### src/rtl/dbn_pkg.sv
package dbn_pkg;

  // Action the counter takes on a qualified check
  typedef enum logic [1:0] {
    ACT_HOLD   = 2'd0,
    ACT_RELOAD = 2'd1,
    ACT_COUNT  = 2'd2,
    ACT_COMMIT = 2'd3
  } dbn_act_e;

  // Number of checks needed to leave the given level
  function automatic int unsigned leave_count(input logic lvl,
                                              input int unsigned rise_n,
                                              input int unsigned fall_n);
    return lvl ? fall_n : rise_n;
  endfunction

  function automatic logic event_qualifies(input logic new_lvl,
                                           input logic act_low,
                                           input logic both);
    return both | (act_low ? ~new_lvl : new_lvl);
  endfunction

endpackage

### src/rtl/dbn_count.sv
module dbn_count
  import dbn_pkg::*;
#(
  parameter int unsigned RISE_CHECKS = 2,
  parameter int unsigned FALL_CHECKS = 2,
  parameter int unsigned CW          = 2
) (
  input  logic clk,
  input  logic rst_n,
  input  logic chk_i,
  input  logic init_i,
  input  logic raw_i,
  input  logic level_i,
  output logic commit_o
);

  localparam int unsigned MAXC = (RISE_CHECKS > FALL_CHECKS) ? RISE_CHECKS : FALL_CHECKS;

  logic [CW-1:0] cnt_q;
  logic [CW-1:0] cnt_d;
  logic          differ;
  dbn_act_e      act;

  assign differ = raw_i ^ level_i;

  always_comb begin
    if (init_i || !chk_i)       act = ACT_HOLD;
    else if (!differ)           act = ACT_RELOAD;
    else if (cnt_q <= CW'(1))   act = ACT_COMMIT;
    else                        act = ACT_COUNT;
  end

  assign commit_o = (act == ACT_COMMIT);

  always_comb begin
    cnt_d = cnt_q;
    if (init_i) begin
      cnt_d = CW'(leave_count(raw_i, RISE_CHECKS, FALL_CHECKS));
    end else begin
      case (act)
        ACT_RELOAD: cnt_d = CW'(leave_count(level_i, RISE_CHECKS, FALL_CHECKS));
        ACT_COMMIT: cnt_d = CW'(leave_count(raw_i, RISE_CHECKS, FALL_CHECKS));
        ACT_COUNT:  cnt_d = cnt_q - CW'(1);
        default:    cnt_d = cnt_q;
      endcase
    end
  end

  always_ff @(posedge clk or negedge rst_n) begin
    if (!rst_n) cnt_q <= CW'(RISE_CHECKS);
    else        cnt_q <= cnt_d;
  end

  AST_CNT_IN_RANGE: assert property (@(posedge clk) disable iff (!rst_n)
    (cnt_q != '0) && (cnt_q <= CW'(MAXC))) else $error("count out of range");

  AST_AGREE_RELOADS: assert property (@(posedge clk) disable iff (!rst_n)
    (chk_i && !init_i && !differ) |=>
      (cnt_q == CW'(leave_count($past(level_i), RISE_CHECKS, FALL_CHECKS))))
    else $error("agreeing check did not reload");

endmodule

### src/rtl/dbn_commit.sv
module dbn_commit
  import dbn_pkg::*;
(
  input  logic clk,
  input  logic rst_n,
  input  logic init_i,
  input  logic commit_i,
  input  logic raw_i,
  input  logic act_low_i,
  input  logic both_edges_i,
  output logic level_o,
  output logic event_o
);

  logic level_q;
  logic event_q;

  always_ff @(posedge clk or negedge rst_n) begin
    if (!rst_n) begin
      level_q <= 1'b0;
      event_q <= 1'b0;
    end else if (init_i) begin
      level_q <= raw_i;
      event_q <= 1'b0;
    end else if (commit_i) begin
      level_q <= raw_i;
      event_q <= event_qualifies(raw_i, act_low_i, both_edges_i);
    end else begin
      event_q <= 1'b0;
    end
  end

  assign level_o = level_q;
  assign event_o = event_q;

  AST_EVENT_WITH_CHANGE: assert property (@(posedge clk) disable iff (!rst_n)
    event_q |-> (level_q != $past(level_q))) else $error("event without level change");

  AST_INIT_NO_EVENT: assert property (@(posedge clk) disable iff (!rst_n)
    init_i |=> !event_q) else $error("event after init");

  AST_EVENT_SENSE: assert property (@(posedge clk) disable iff (!rst_n)
    (event_q && !$past(both_edges_i)) |-> (level_q == !$past(act_low_i)))
    else $error("event on wrong edge");

endmodule

### src/rtl/dbn_pin_filter.sv
module dbn_pin_filter
  import dbn_pkg::*;
#(
  parameter int unsigned RISE_CHECKS = 2,
  parameter int unsigned FALL_CHECKS = 2
) (
  input  logic clk,
  input  logic rst_n,
  input  logic chk_i,
  input  logic raw_i,
  input  logic init_i,
  input  logic act_low_i,
  input  logic both_edges_i,
  output logic level_o,
  output logic event_o
);

  localparam int unsigned MAXC = (RISE_CHECKS > FALL_CHECKS) ? RISE_CHECKS : FALL_CHECKS;
  localparam int unsigned CW   = $clog2(MAXC + 1);

  logic commit;
  logic level;

  dbn_count #(
    .RISE_CHECKS(RISE_CHECKS),
    .FALL_CHECKS(FALL_CHECKS),
    .CW         (CW)
  ) u_count (
    .clk      (clk),
    .rst_n    (rst_n),
    .chk_i    (chk_i),
    .init_i   (init_i),
    .raw_i    (raw_i),
    .level_i  (level),
    .commit_o (commit)
  );

  dbn_commit u_commit (
    .clk          (clk),
    .rst_n        (rst_n),
    .init_i       (init_i),
    .commit_i     (commit),
    .raw_i        (raw_i),
    .act_low_i    (act_low_i),
    .both_edges_i (both_edges_i),
    .level_o      (level),
    .event_o      (event_o)
  );

  assign level_o = level;

  AST_LEVEL_ON_STROBE: assert property (@(posedge clk) disable iff (!rst_n)
    (level != $past(level)) |-> ($past(chk_i) || $past(init_i)))
    else $error("level moved without strobe");

  AST_INIT_BLOCKS_CHECK: assert property (@(posedge clk) disable iff (!rst_n)
    (chk_i && init_i) |=> !event_o) else $error("check honoured during init");

endmodule

### config.mk
export PLATFORM = sky130hd
export DESIGN_NAME = dbn_pin_filter
export DESIGN_NICKNAME = d
export VERILOG_FILES = /design/src/rtl/dbn_pkg.sv /design/src/rtl/dbn_count.sv /design/src/rtl/dbn_commit.sv /design/src/rtl/dbn_pin_filter.sv
export SDC_FILE = /design/constraint.sdc
export NUM_CORES = 1
export LEC_CHECK = 0
export CORE_AREA = 2 2 39 41
export DETAILED_ROUTE_END_ITERATION = 8
export DIE_AREA = 0 0 41 43
export GPL_ROUTABILITY_DRIVEN = 0
export HOLD_SLACK_MARGIN = 0.02
export SKIP_CTS_REPAIR_TIMING = 1
export SLEW_MARGIN = 20
export SYNTH_ARGS = -nofsm -noshare
export SYNTH_HDL_FRONTEND = slang
export SYNTH_SLANG_ARGS = --single-unit
### constraint.sdc
create_clock -name clk -period 1.9 [get_ports clk]
set_clock_uncertainty 0.15 [all_clocks]
set_input_delay 0.19 -clock clk [delete_from_list [all_inputs] [get_ports clk]]
set_output_delay 0.19 -clock clk [all_outputs]
set_load 0.05 [all_outputs]
# Word level (Yosys, flattened, before mapping)
# Index checks and enable logic that the tools add are counted.
# W data, S select, Z words.
dict set report classes {
  reduce_logical 5
  n_mux 10
  eq_ne 3
  n_lt_le_gt_ge 1
  add_sub_neg 1
  bitwise_logic 3
}
# op n
set op_table {}
lappend op_table {{$mux W1} 6}
lappend op_table {{$mux W2} 3}
lappend op_table {{$eq A2 B2 Y1 const B} 2}
lappend op_table {{$pmux W2 S2} 1}
lappend op_table {{$reduce_bool A3 Y1} 1}
lappend op_table {{$eq A2 B1 Y1 const B} 1}
lappend op_table {{$le A2 B1 Y1 const B} 1}
lappend op_table {{$reduce_bool A2 Y1} 1}
lappend op_table {{$reduce_or A2 Y1} 1}
lappend op_table {{$sub A2 B1 Y2 const B} 1}
lappend op_table {{$logic_not A1 Y1} 1}
lappend op_table {{$logic_or A1 B1 Y1} 1}
lappend op_table {{$not A1 Y1} 1}
lappend op_table {{$or A1 B1 Y1} 1}
lappend op_table {{$xor A1 B1 Y1} 1}
dict set report word_totals {
  output_inout_bits 2
  register_bits 4
  in_bits 7
  elab_cells 26
}

# Logic depth before layout (Yosys ltp)
# Gate-level depths: netlist of run 1.
dict set report logic_depth {
  word_depth 8
  mapped_depth 5
}

# Modules after synthesis
# Synthesis of run 1 repeated with hierarchy kept, for this count alone.
dict set report hier_totals {
  hier_cells 19
  area_unflattened_um2 219.0
}
# module cells_each area_per_inst_um2 instances
set by_module_without_submodules {}
lappend by_module_without_submodules {dbn_count 12 131.4 1}
lappend by_module_without_submodules {dbn_commit 7 87.6 1}

# Worst setup path before layout of run 1
# No wires, ideal clock.
dict set report synth_path {
  kind {register to register}
  start {reg u_count.cnt_q[1]}
  end {reg u_count.cnt_q[1]}
  n_path_buf 0
  stages_incl_launch_ff 6
  arrival_ns 1.477
  synth_period_minus_slack_ns 1.709
  path_slack_ns 0.191
  path_cell_list {dfstp_2 -> inv_1 -> ha_1 -> nand2b_1 -> or4b_4 -> a2bb2oi_1}
}
dict set report synth_between {
  elab_chain_len 8
}
# element line_no
set synth_rtl {}
lappend synth_rtl {{start: declaration} dbn_count.sv:19} ;# logic [CW-1:0] cnt_q;
lappend synth_rtl {{start signal: assignment} dbn_count.sv:50} ;# if (!rst_n) cnt_q <= CW'(RISE_CHECKS);
lappend synth_rtl {{start signal: assignment} dbn_count.sv:51} ;# else cnt_q <= cnt_d;
lappend synth_rtl {{$le A2 B1 Y1} dbn_count.sv:29} ;# else if (cnt_q <= CW'(1)) act = ACT_COMMIT;
lappend synth_rtl {{$mux W1} dbn_count.sv:29}
lappend synth_rtl {{$mux W2} dbn_count.sv:28} ;# else if (!differ) act = ACT_RELOAD;
lappend synth_rtl {{$mux W2} dbn_count.sv:27} ;# if (init_i || !chk_i) act = ACT_HOLD;
lappend synth_rtl {{$eq A2 B2 Y1 or $eq A2 B1 Y1 (tied branches)} dbn_count.sv:40} ;# case (act)
lappend synth_rtl {{$reduce_or A2 Y1 (no source line)} --}
lappend synth_rtl {{$pmux W2 S2} dbn_count.sv:40}
lappend synth_rtl {{$mux W2} dbn_count.sv:37} ;# if (init_i) begin
# Several ways; a longest one is shown, not always the timed one.
# A chain may end at the register's enable or synchronous reset.

# Final worst setup path of run 1
# Same ends and word-level chain as after synthesis.

==> flow_metrics.tcl, run 1 <==
set metrics [dict create \
    tightest_slew_ns 0.487 \
    drive_gt1_frac 0.212 \
    cts_root_buffer "clkbuf_4" \
    dpl.hpwl_um 316 \
    leakage_nw 0.161 \
    slowest_delay_ns 0.52 \
    antenna_found_initial 0 \
    grt_pass1_wl_um 586 \
    fin_crit_ns 1.76 \
    cts.clk_slew.worst_paths_ns 0.04 \
    numCtsBuffers 3 \
    vias 194 \
    finalCritPeriodShare 0.926 \
    synth_nets 28 \
    yosys_register_bits 4 \
    rr_startpoint "u_count.cnt_q[1]" \
    maxCapViolCount 0 \
    die_h_um 43 \
    htree_levels 1 \
    start_util 0.160 \
    fill_cells 156 \
    cp_slowest_cell "dfstp_2" \
    rsz0062_at_grt "no" \
    yosys_warnings 0 \
    vdd_ir_drop_max_mv 0.172 \
    seq_area_um2 101 \
    avgViaCountPerCell 3.96 \
    drt-pass1-iter-count 4 \
    synth-seq-area-share 0.458 \
    maxSlewViolCount 0 \
    syn_avg_cell_area_um2 11.1 \
    hold_viol 0 \
    grt_pass1_vias 165 \
    cts_buffer_depth 2 \
    yosysUniqueCellTypes 17 \
    drt-initial-drc-count 3 \
    r2r_end "u_count.cnt_q[1]" \
    power.density_nw_per_um2 791 \
    syn2layout_area_growth_pct 60.5 \
    clkSinkCount 4 \
    crit_fanout 3 \
    worst_skew_pair.late_latency_ns 0.23 \
    min_path_type "reg2reg" \
    rows 14 \
    core_area_um2 1380 \
    cp-start-kind "flip-flop" \
    wire_per_inst_um 7.51 \
    cts_tree "yes" \
    setup_tns_ns 0 \
    grt_use_total 0.0605 \
    arrival_ns 1.76 \
    reg2reg_depth 5 \
    synth_cells 20 \
    fmax_mhz 569 \
    syn-cell-area_um2 221 \
    r2r_slack_ns 0.14 \
    die_w_um 41 \
    nets 42 \
    drc 0 \
    grt_max_degree 6 \
    io_pins 9 \
    antenna_cells 0 \
    critPathCaptureType "flip-flop" \
    finalSetupViolations 0 \
    status "complete, no violations" \
    critPathKind "reg2reg" \
    crit_path_end "u_count.cnt_q[1]" \
    totalPowerFinal_mw 0.281 \
    wirelength_um 368 \
    critPathLaunch "u_count.cnt_q[1]" \
    dieArea_um2 1760 \
    grt-ovfl-total 0 \
    multiInputGateArea_um2 116 \
    ant_nets 0 \
    slew_headroom 0.674 \
    crit_chain "inv_1 -> ha_1 -> nand2b_1 -> or4b_4 -> a2bb2oi_1" \
    port-buffer-count 8 \
    worstPathRequired_ns 1.90 \
]
==> sequential cells by signal (all words and copies together), names as in the netlist <==
name,cells
u_commit.event_o,1
u_commit.level_o,1
u_count.cnt_q,2
==> Yosys cell counts <==
cell,count,share of area
and4b_1,1,0.045
mux2_1,1,0.051
or4b_4,1,0.062
dfrtp_1,3,0.34
o21ai_2,1,0.040
nor2b_1,1,0.028
ha_1,1,0.056
dfstp_2,1,0.12
nand2b_1,2,0.056
a21oi_1,1,0.023
nor2_1,1,0.017
nand2_1,1,0.017
o21ai_0,1,0.023
o22ai_1,1,0.028
inv_1,1,0.017
a2bb2oi_1,1,0.040
xnor2_1,1,0.040
==> kinds of logic (layout without fill, tap and decap cells) <==
family	Yosys count	in the layout	synth area share
adder cells (fa/ha/maj)	1	1	0.0565
buffers and inverters	1	14	0.0169
AND/OR/NAND/NOR	7	7	0.226
XOR/XNOR	1	1	0.0396
AO/OA/AOI/OAI	5	5	0.153
flip-flops	4	4	0.458
multiplexers	1	1	0.0508
==> layer usage <==
metal,share of wire,track usage,wire length [um]
met3,0.063,0.0209,23
met2,0.44,0.0594,162
met5,0,0,0
met1,0.45,0.0619,167
met4,0.038,0.120,14
==> critical path: cells and delay by family, from the launching register on <==
kind	cells	cell delay, ns
buffers and inverters	1	0.05
adders and majority gates	1	0.16
and+or+nand+nor	2	0.67
AOI/OAI and AO/OA	1	0.14
DFF	1	0.52
==> metrics by stage <==
stage	cells	cell area [um2]	hold slack [ns]	utilization	worst slack [ns]
after floorplan	20	221	-0.256	-	0.191
after detailed placement	44	319	0.252	0.231	0.136
after global placement	44	319	0.255	0.231	0.143
after global routing	49	355	0.352	0.257	0.0485
after CTS	48	345	-0.00390	0.250	0.133
final	49	355	0.334	0.257	0.141
==> cell type report <==
type,instances,area share
Multi-Input combinational cell,15,0.327
Inverter,1,0.0106
Timing Repair Buffer,9,0.246
Sequential cell,4,0.285
Tap cell,16,0.0563
Clock buffer,4,0.0739
==> power breakdown <==
group / internal (mW) / switching, mW
Sequential: 0.0953 / 0.00730
Clock: 0.0789 / 0.0356
Combinational: 0.0345 / 0.0294
==> cells in the final DEF (no fill, tap or decap) <==
master and count:
clkdlybuf4s50_1 7, clkbuf_4 3, dfrtp_1 3, nand2b_1 2
o21ai_0 1, nor2b_1 1, o22ai_1 1, and4b_1 1
xnor2_1 1, or4b_4 1, nor2_1 1, nand2_1 1
o21ai_2 1, inv_1 1, a2bb2oi_1 1, a21oi_1 1
mux2_1 1, ha_1 1, clkbuf_1 1, dlygate4sd3_1 1
buf_4 1, dfstp_2 1
==> how the worst min path moves through the flow <==
stage	startpoint	to	slack, ns	cells after the start
after floorplan	rst_n	u_commit.event_o	-0.26	0
after detailed placement	rst_n	u_commit.event_o	0.25	1
final	u_count.cnt_q[0]	u_count.cnt_q[0]	0.33	1
after global routing	u_count.cnt_q[0]	u_count.cnt_q[0]	0.35	1
after global placement	rst_n	u_commit.event_o	0.25	1
after CTS	rst_n	u_commit.event_o	-0.004	1
Note: power is estimated with default switching activity, not from simulation.
==> run 2: changes to the inputs <==
--- a/config.mk
+++ b/config.mk
@@ -15,3 +15,4 @@
 export SYNTH_ARGS = -nofsm -noshare
 export SYNTH_HDL_FRONTEND = slang
 export SYNTH_SLANG_ARGS = --single-unit
+export TNS_END_PERCENT = 1
==> results of run 2 <==
Final layout, timing and power as in run 1 (identical DEF).
